### src/rtl/rtc_regbank_pkg.sv
package rtc_regbank_pkg;

  typedef enum logic [2:0] {
    RGN_TIME,
    RGN_CTRL,
    RGN_RSVD,
    RGN_SRAM,
    RGN_NONE
  } rgn_e;

  // Classify a byte address against the configured layout.
  function automatic rgn_e rgn_of(input logic [7:0] a, input int tn, input int cn,
                                  input int span, input int sn);
    int ai;
    ai = int'(a);
    if (ai < tn)             return RGN_TIME;
    else if (ai < tn + cn)   return RGN_CTRL;
    else if (ai < span)      return RGN_RSVD;
    else if (ai < span + sn) return RGN_SRAM;
    else                     return RGN_NONE;
  endfunction

endpackage

### src/rtl/rtc_addr_ptr.sv
module rtc_addr_ptr #(
  parameter logic [7:0] LIMIT = 8'h60
) (
  input  logic       clk,
  input  logic       rst_n,
  input  logic       load,
  input  logic [7:0] load_addr,
  input  logic       step,
  output logic [7:0] ptr,
  output logic       ack_vld,
  output logic       ack
);

  always_ff @(posedge clk) begin
    if (!rst_n) begin
      ptr     <= '0;
      ack_vld <= 1'b0;
      ack     <= 1'b0;
    end else begin
      ack_vld <= load;
      if (load) begin
        ptr <= load_addr;
        ack <= (load_addr < LIMIT);
      end else if (step && (ptr < LIMIT)) begin
        ptr <= ptr + 8'd1;
      end
    end
  end

endmodule

### src/rtl/rtc_byte_regs.sv
module rtc_byte_regs #(
  parameter int N = 7,
  localparam int IW = (N > 1) ? $clog2(N) : 1
) (
  input  logic              clk,
  input  logic              rst_n,
  input  logic              we,
  input  logic [IW-1:0]     idx,
  input  logic [7:0]        wdata,
  input  logic              upd_valid,
  input  logic [IW-1:0]     upd_idx,
  input  logic [7:0]        upd_data,
  output logic [N-1:0][7:0] q
);

  for (genvar i = 0; i < N; i++) begin : g_byte
    logic host_hit, upd_hit;
    assign host_hit = we && (idx == IW'(i));
    assign upd_hit  = upd_valid && (upd_idx == IW'(i));

    // Host access takes precedence over a same-cycle update.
    always_ff @(posedge clk) begin
      if (!rst_n)        q[i] <= 8'h00;
      else if (host_hit) q[i] <= wdata;
      else if (upd_hit)  q[i] <= upd_data;
    end
  end

endmodule

### src/rtl/rtc_sram.sv
module rtc_sram #(
  parameter int DEPTH = 64,
  localparam int AW = $clog2(DEPTH)
) (
  input  logic          clk,
  input  logic          rst_n,
  input  logic          we,
  input  logic [AW-1:0] addr,
  input  logic [7:0]    wdata,
  output logic [7:0]    rdata
);

  logic [DEPTH-1:0][7:0] mem;

  always_ff @(posedge clk) begin
    if (!rst_n)  mem       <= '0;
    else if (we) mem[addr] <= wdata;
  end

  assign rdata = mem[addr];

endmodule

### src/rtl/rtc_regbank.sv
module rtc_regbank #(
  parameter int TIME_N   = 7,
  parameter int CTL_N    = 16,
  parameter int CLK_SPAN = 32,
  parameter int SRAM_N   = 64,
  localparam int TIW = $clog2(TIME_N)
) (
  input  logic                clk,
  input  logic                rst_n,
  input  logic                addr_valid,
  input  logic [7:0]          addr_in,
  output logic                addr_ack_vld,
  output logic                addr_ack,
  input  logic                dat_valid,
  input  logic                dat_wr,
  input  logic [7:0]          dat_wdata,
  output logic                dat_rvalid,
  output logic [7:0]          dat_rdata,
  input  logic                tk_upd_valid,
  input  logic [TIW-1:0]      tk_upd_idx,
  input  logic [7:0]          tk_upd_data,
  output logic [8*TIME_N-1:0] time_bytes,
  output logic [8*CTL_N-1:0]  ctl_bytes
);
  import rtc_regbank_pkg::*;

  localparam int CIW = $clog2(CTL_N);
  localparam int SAW = $clog2(SRAM_N);
  localparam logic [7:0] LIMIT = 8'(CLK_SPAN + SRAM_N);

  logic [7:0]              ptr;
  logic                    stb, wr_stb, rd_stb;
  rgn_e                    rgn;
  logic [CIW-1:0]          ctl_idx;
  logic [SAW-1:0]          sram_idx;
  logic [TIME_N-1:0][7:0]  t_arr;
  logic [CTL_N-1:0][7:0]   c_arr;
  logic [7:0]              s_rd, rd_byte;

  assign stb      = dat_valid && !addr_valid;
  assign wr_stb   = stb && dat_wr;
  assign rd_stb   = stb && !dat_wr;
  assign rgn      = rgn_of(ptr, TIME_N, CTL_N, CLK_SPAN, SRAM_N);
  assign ctl_idx  = CIW'(ptr - 8'(TIME_N));
  assign sram_idx = SAW'(ptr - 8'(CLK_SPAN));

  rtc_addr_ptr #(.LIMIT(LIMIT)) u_ptr (
    .clk       (clk),
    .rst_n     (rst_n),
    .load      (addr_valid),
    .load_addr (addr_in),
    .step      (stb),
    .ptr       (ptr),
    .ack_vld   (addr_ack_vld),
    .ack       (addr_ack)
  );

  rtc_byte_regs #(.N(TIME_N)) u_time (
    .clk       (clk),
    .rst_n     (rst_n),
    .we        (wr_stb && (rgn == RGN_TIME)),
    .idx       (ptr[TIW-1:0]),
    .wdata     (dat_wdata),
    .upd_valid (tk_upd_valid),
    .upd_idx   (tk_upd_idx),
    .upd_data  (tk_upd_data),
    .q         (t_arr)
  );

  rtc_byte_regs #(.N(CTL_N)) u_ctl (
    .clk       (clk),
    .rst_n     (rst_n),
    .we        (wr_stb && (rgn == RGN_CTRL)),
    .idx       (ctl_idx),
    .wdata     (dat_wdata),
    .upd_valid (1'b0),
    .upd_idx   ('0),
    .upd_data  (8'h00),
    .q         (c_arr)
  );

  rtc_sram #(.DEPTH(SRAM_N)) u_sram (
    .clk   (clk),
    .rst_n (rst_n),
    .we    (wr_stb && (rgn == RGN_SRAM)),
    .addr  (sram_idx),
    .wdata (dat_wdata),
    .rdata (s_rd)
  );

  assign time_bytes = t_arr;
  assign ctl_bytes  = c_arr;

  always_comb begin
    unique case (rgn)
      RGN_TIME: rd_byte = t_arr[ptr[TIW-1:0]];
      RGN_CTRL: rd_byte = c_arr[ctl_idx];
      RGN_SRAM: rd_byte = s_rd;
      default:  rd_byte = 8'h00;
    endcase
  end

  always_ff @(posedge clk) begin
    if (!rst_n) begin
      dat_rvalid <= 1'b0;
      dat_rdata  <= 8'h00;
    end else begin
      dat_rvalid <= rd_stb;
      if (rd_stb) dat_rdata <= rd_byte;
    end
  end

endmodule

### config.mk
export PLATFORM = sky130hd
export DESIGN_NAME = rtc_regbank
export DESIGN_NICKNAME = d
export VERILOG_FILES = /design/src/rtl/rtc_regbank_pkg.sv /design/src/rtl/rtc_addr_ptr.sv /design/src/rtl/rtc_byte_regs.sv /design/src/rtl/rtc_sram.sv /design/src/rtl/rtc_regbank.sv
export SDC_FILE = /design/constraint.sdc
export NUM_CORES = 2
export LEC_CHECK = 0
export CORE_MARGIN = 2
export CORE_UTILIZATION = 40
export DETAILED_ROUTE_END_ITERATION = 8
export PLACE_DENSITY = 0.55
export SLEW_MARGIN = 5
export SYNTH_ARGS = -nofsm -noshare
export SYNTH_HDL_FRONTEND = slang
export SYNTH_SLANG_ARGS = --single-unit
### constraint.sdc
create_clock -name clk -period 9.9 [get_ports clk]
set_input_delay 2.97 -clock clk [delete_from_list [all_inputs] [get_ports clk]]
set_output_delay 2.97 -clock clk [all_outputs]
set_load 0.01 [all_outputs]
# [After elaboration in Yosys (flattened, before gate mapping)]
# Index checks and enable logic that the tools add are counted.
[totals] romBits=0 mem_bits_rw=0 inputBits=33 latchBits=0 ff_bits=715 n_memories=0 elab_cells=216 output_inout_bits=195
[op_classes] reduce_logical=52 n_eq_ne=29 order_cmp=10 n_shift=0 bitwise_logic=0 mux=30 n_addsub=3 div=0 mul=0
[ops] cell="$bwmux 512" n=1
[ops] cell="$mux 8" n=20
[ops] cell="$bmux 8 s6" n=1
[ops] cell="$demux 8 s6" n=1
[ops] cell="$logic_and 1x1->1" n=38
[ops] cell="$bmux 8 s4" n=1
[ops] cell="$eq 4x4->1 const B" n=8
[ops] cell="$bmux 8 s3" n=1
[ops] cell="$lt 8x7->1 const B" n=3
[ops] cell="$pmux 8 s3" n=1
[ops] cell="$eq 3x3->1 const B" n=6
[ops] cell="$eq 4x3->1 const B" n=4
[ops] cell="$reduce_bool 2->1" n=8
[ops] cell="$eq 3x2->1 const B" n=5
[ops] cell="$mux 3" n=4
[ops] cell="$eq 3x1->1 const B" n=3
[ops] cell="$logic_not 3->1" n=3
[ops] cell="$add 8x1->8 const B" n=1
[ops] cell="$eq 4x2->1 const B" n=2
[ops] cell="$lt 8x3->1 const B" n=1
[ops] cell="$lt 8x5->1 const B" n=1
[ops] cell="$lt 8x6->1 const B" n=1
[ops] cell="$lt 6x7->1 const B" n=1
[ops] cell="$ge 6x1->1 const B" n=1
[ops] cell="7 further kinds" n=8

# [Logic depth before layout (Yosys ltp)]
[logic_depth] depth_word=9 mapped_depth=14 depth_no_buf=7

# [Cells and area by module]
# Synthesis repeated with hierarchy kept, for this count alone.
[hier_totals] hier_cells=4297 area_unflattened_um2=35634.2
[modules_own_cells] mod="rtc_sram" instances=1 area_each_um2=24168.2 cells_per_inst=2953
[modules_own_cells] mod="rtc_byte_regs (u_ctl)" instances=1 area_each_um2=6433.7 cells_per_inst=835
[modules_own_cells] mod="rtc_byte_regs (u_time)" instances=1 area_each_um2=2496.1 cells_per_inst=259
[modules_own_cells] mod="rtc_regbank" instances=1 area_each_um2=1999.4 cells_per_inst=189
[modules_own_cells] mod="rtc_addr_ptr" instances=1 area_each_um2=536.8 cells_per_inst=61

# [Worst setup path after synthesis]
# Ideal clock, no wire load.
[synth_timing] path_kind="in2reg" from="input addr_valid" to="register dat_rdata[3]" slack_ns=5.237 setup_ns=0.084 cell_stages=7 arrival_time_ns=4.578 required_ns=9.816 path_cell_list="or3b_1 -> a311o_1 -> buf_4 -> nand2_1 -> o31ai_1 -> or4b_1 -> o31ai_2"
[synth_between] elab_chain_len=3
[synth_rtl] item="from (decl)" line="rtc_regbank.sv:10" rtl="input logic addr_valid,"
[synth_rtl] item="$logic_not 1->1" line="rtc_regbank.sv:40" rtl="assign stb = dat_valid && !addr_valid;"
[synth_rtl] item="$logic_and 1x1->1" line="rtc_regbank.sv:40"
[synth_rtl] item="$logic_and 1x1->1" line="rtc_regbank.sv:42" rtl="assign rd_stb = stb && !dat_wr;"
[synth_rtl] item="to (signal assigned)" line="rtc_regbank.sv:109" rtl="if (rd_stb) dat_rdata <= rd_byte;"
[synth_rtl] item="to (decl)" line="rtc_regbank.sv:18" rtl="output logic [7:0] dat_rdata,"
# Every way passes these cells.
# A chain may end at the register's enable or synchronous reset.

# [Worst setup path in the final report]
[layout_timing] from="input addr_valid" to="register u_sram.mem[214] (netlist name)"
[layout_between] elab_chain_len=4
[layout_rtl] item="$logic_not 1->1" line="rtc_regbank.sv:40"
[layout_rtl] item="$logic_and 1x1->1" line="rtc_regbank.sv:40"
[layout_rtl] item="$logic_and 1x1->1" line="rtc_regbank.sv:41" rtl="assign wr_stb = stb && dat_wr;"
[layout_rtl] item="$logic_and 1x1->1" line="rtc_regbank.sv:85" rtl=".we (wr_stb && (rgn == RGN_SRAM)),"
[layout_rtl] item="to (signal, indexed assignment)" line="rtc_sram.sv:17" rtl="else if (we) mem[addr] <= wdata;"
[layout_rtl] item="to (decl)" line="rtc_sram.sv:13" rtl="logic [DEPTH-1:0][7:0] mem;"
# Every way passes these cells.

==> metrics.txt <==
status completed; total power 6.559 mW; # DRC 0; setup TNS 0 ns; first-pass GRT wire length 190900 um; CTS buffer count 80; most frequent CP cell nand2_1; Final Hold Viols 0; CTS Sinks 715; initial core utilization 40.47%; GRT overflow 0; CP peak stage delay 0.89 ns; post-layout min period 6.393 ns; FF+latch area 14330 um^2; number of buffers added on ports 227; Die X 289.7 um; crit path launch type input port; peak supply drop 104.3 uV; crit path max fanout 39; IO Pins 228; wire per inst 25.42 um; root buf cell clkbuf_16; fill cell total of the finished layout 7962; cell taking the most area after synthesis dfxtp_1; number of synthesized flops with an enable pin 0; Leak 11.71 nW; CTS Hold Bufs 0; die area 83930 um^2; GPL Wtd Cong 0.9422; Synth Area per Inst 8.189 um^2; Setup Buffers After CTS 0; Post-Layout Cell Count 5084; max cap viols 0; Seq cells post-synth 715; FFs w/ async S/R, synth 0%; syn nets 4025; Buffers & Inverters on Critical Path 2; top_reg_cell synth dfxtp_1; Worst Skew 0.02914 ns; synth top area cells dfxtp_1, a21oi_1, nand3_1, nand2_1, mux4_2; period utilization 64.57%; sequential area share after synthesis 43.84%; PostCTS Resize Cnt 0; Initial DRC Count 3716; synth warn 0; area grow syn2layout 15.97%; CP required 10.37 ns; nature of the critical path endpoint flop; Yosys top cell area share 43.84%; largest net degree at the start of global routing 223; CP top delay family simple AND/OR/NAND/NOR gates; DRT antenna net count 0; Worst-Margin Slew 1.202 ns; vias per inst 6.066; crit-path cells clkdlybuf4s50_1 -> and4bb_2 -> nand2_1 -> nor2_4 -> buf_4 -> nand2_1 -> nand2_1 -> a21oi_1; Placed Cells 4935; fmax 0.1564 GHz; clk_lat worst skew 0.64 ns; fin. max-slew vios 0; WL final 129200 um; Gate Count Post-Synth 3987; Die Y 289.7 um; CTS tree yes; vias in the first global route 28.17k; layout cells sized above 1 9.453%; Final #Nets 3995; final setup fails 0; initial antenna violation count 4; unrepaired setup endpoints after global routing false; critical path class input port to flop; Max Buffers Root-to-Sink 3; Synth Cell Area 32650 um^2; multi-input logic area 16670 um^2; slowest CP cell nor2_4; core area 80680 um^2; CTS H-Tree Depth 3; Cell Pwr Density 173.2 nW/um^2; CP arrival 6.86 ns; synth unique cells 78; Slew headroom 19.13%; Initial DRT Pass Iterations 7; clk slew on worst S/H paths 0.06 ns; hpwl dp 78200 um; site row count 104; worst hold path type flop to flop; GRT Total Usage 29.90%; total vias in the final route 30.84k
[through the flow]
step	hold slack, ns	cell area, um^2	setup WS, ns	util [%]
3_3_place_gp	0.4371	35180	2.976	43.60
3_5_place_dp	0.4424	35180	2.987	43.60
2_1_floorplan	0.4311	32650	5.237	-
5_1_grt	0.4627	37860	3.266	46.93
6_report	0.4499	37870	3.507	46.94
4_1_cts	0.4506	37860	3.632	46.92
[cell usage in the layout (no fill, tap or decap), drive strengths merged, types with 5 or more instances in the layout]
| master | netlist | routed |
|---|---|---|
| nor2b | 11 | 11 |
| nor2 | 108 | 108 |
| nor3 | 29 | 29 |
| mux2i | 95 | 95 |
| buf | 110 | 73 |
| o21ai | 34 | 34 |
| mux2 | 43 | 43 |
| clkbuf | 294 | 126 |
| nand2 | 787 | 787 |
| a211oi | 74 | 74 |
| a22oi | 7 | 7 |
| o22ai | 60 | 60 |
| xnor2 | 6 | 6 |
| a2bb2oi | 6 | 6 |
| clkdlybuf4s50 | 0 | 219 |
| a21oi | 684 | 684 |
| nand2b | 10 | 10 |
| inv | 8 | 12 |
| nand3 | 651 | 651 |
| o221ai | 41 | 41 |
| a221oi | 10 | 10 |
| mux4 | 93 | 93 |
| ha | 5 | 5 |
| or2 | 5 | 5 |
| nor4 | 10 | 10 |
| o32ai | 7 | 7 |
| dfxtp | 715 | 715 |
| o31ai | 6 | 6 |
| and2 | 8 | 8 |
| clkinv | 1 | 14 |
[sequential cells by signal, summed over array words and instances, names as in the netlist]
register       flops
dat_rdata          8
dat_rvalid         1
u_ctl.q          128
u_ptr.ack          1
u_ptr.ack_vld      1
u_ptr.ptr          8
u_sram.mem       512
u_time.q          56
[final timing paths]
kind | from | end | slack, ns | cells after the start
worst max-delay path | addr_valid | u_sram.mem[214] | 3.51 | 8
worst min-delay path | u_sram.mem[134] | u_sram.mem[134] | 0.45 | 2
worst max register to register | u_ptr.ptr[0] | dat_rdata[6] | 5.31 | 8
worst min register to register | u_sram.mem[134] | u_sram.mem[134] | 0.45 | 2
[tightest hold or removal path, stage by stage (launching register included)]
cell and delay, ns:
dfxtp_1 0.30, nand2_1 0.05, a21oi_1 0.05
[kinds of logic after synthesis]
logic type,count (synthesis),share of synthesized area (%)
AND/OR/NAND/NOR,1647,22.52
AO/OA/AOI/OAI,967,16.88
flip-flops,715,43.84
buffers and inverters,413,5.449
multiplexers,231,10.83
XOR/XNOR,9,0.2874
adder cells (fa/ha/maj),5,0.1916
[cell type report]
cell class / count / area share, %
Sequential cell: 715 / 37.83
Antenna cell: 4 / 0.02643
Clock inverter: 19 / 0.3635
Timing Repair Buffer: 292 / 7.435
Multi-Input combinational cell: 2859 / 44.02
Clock buffer: 126 / 6.711
Tap cell: 1060 / 3.503
Inverter: 9 / 0.1090
[synth_stat cells, types with 5 or more instances]
library cell and count:
nand2_1 786, dfxtp_1 715, a21oi_1 684, nand3_1 651, clkbuf_1 294, nor2_1 104
mux2i_1 95, mux4_2 91, a211oi_1 74, buf_2 63, o22ai_1 60, mux2_2 43
o221ai_1 41, o21ai_0 34, nor3_1 29, buf_4 24, buf_1 15, nor2b_1 11
a221oi_1 9, nand2b_1 9, buf_6 8, a22oi_1 7, and2_1 7, o32ai_1 7
a2bb2oi_1 6, ha_1 5, inv_1 5, nor4_1 5, o31ai_1 5, or2_2 5
xnor2_1 5
[metal layers]
layer / track usage [%] / part of all wire (%)
met1: 42.13 / 43
met4: 11.08 / 3.5
met2: 45.91 / 46
met5: 0 / 0
met3: 5.008 / 8.0
[power breakdown]
| part | leakage, nW | internal (mW) | switching [mW] |
|---|---|---|---|
| logic | 4.61 | 0.152 | 0.440 |
| clock network | 1.34 | 1.79 | 1.26 |
| registers | 5.76 | 2.89 | 0.0294 |
| total | 11.7 | 4.83 | 1.73 |
Note: power is estimated with default switching activity, not from simulation.
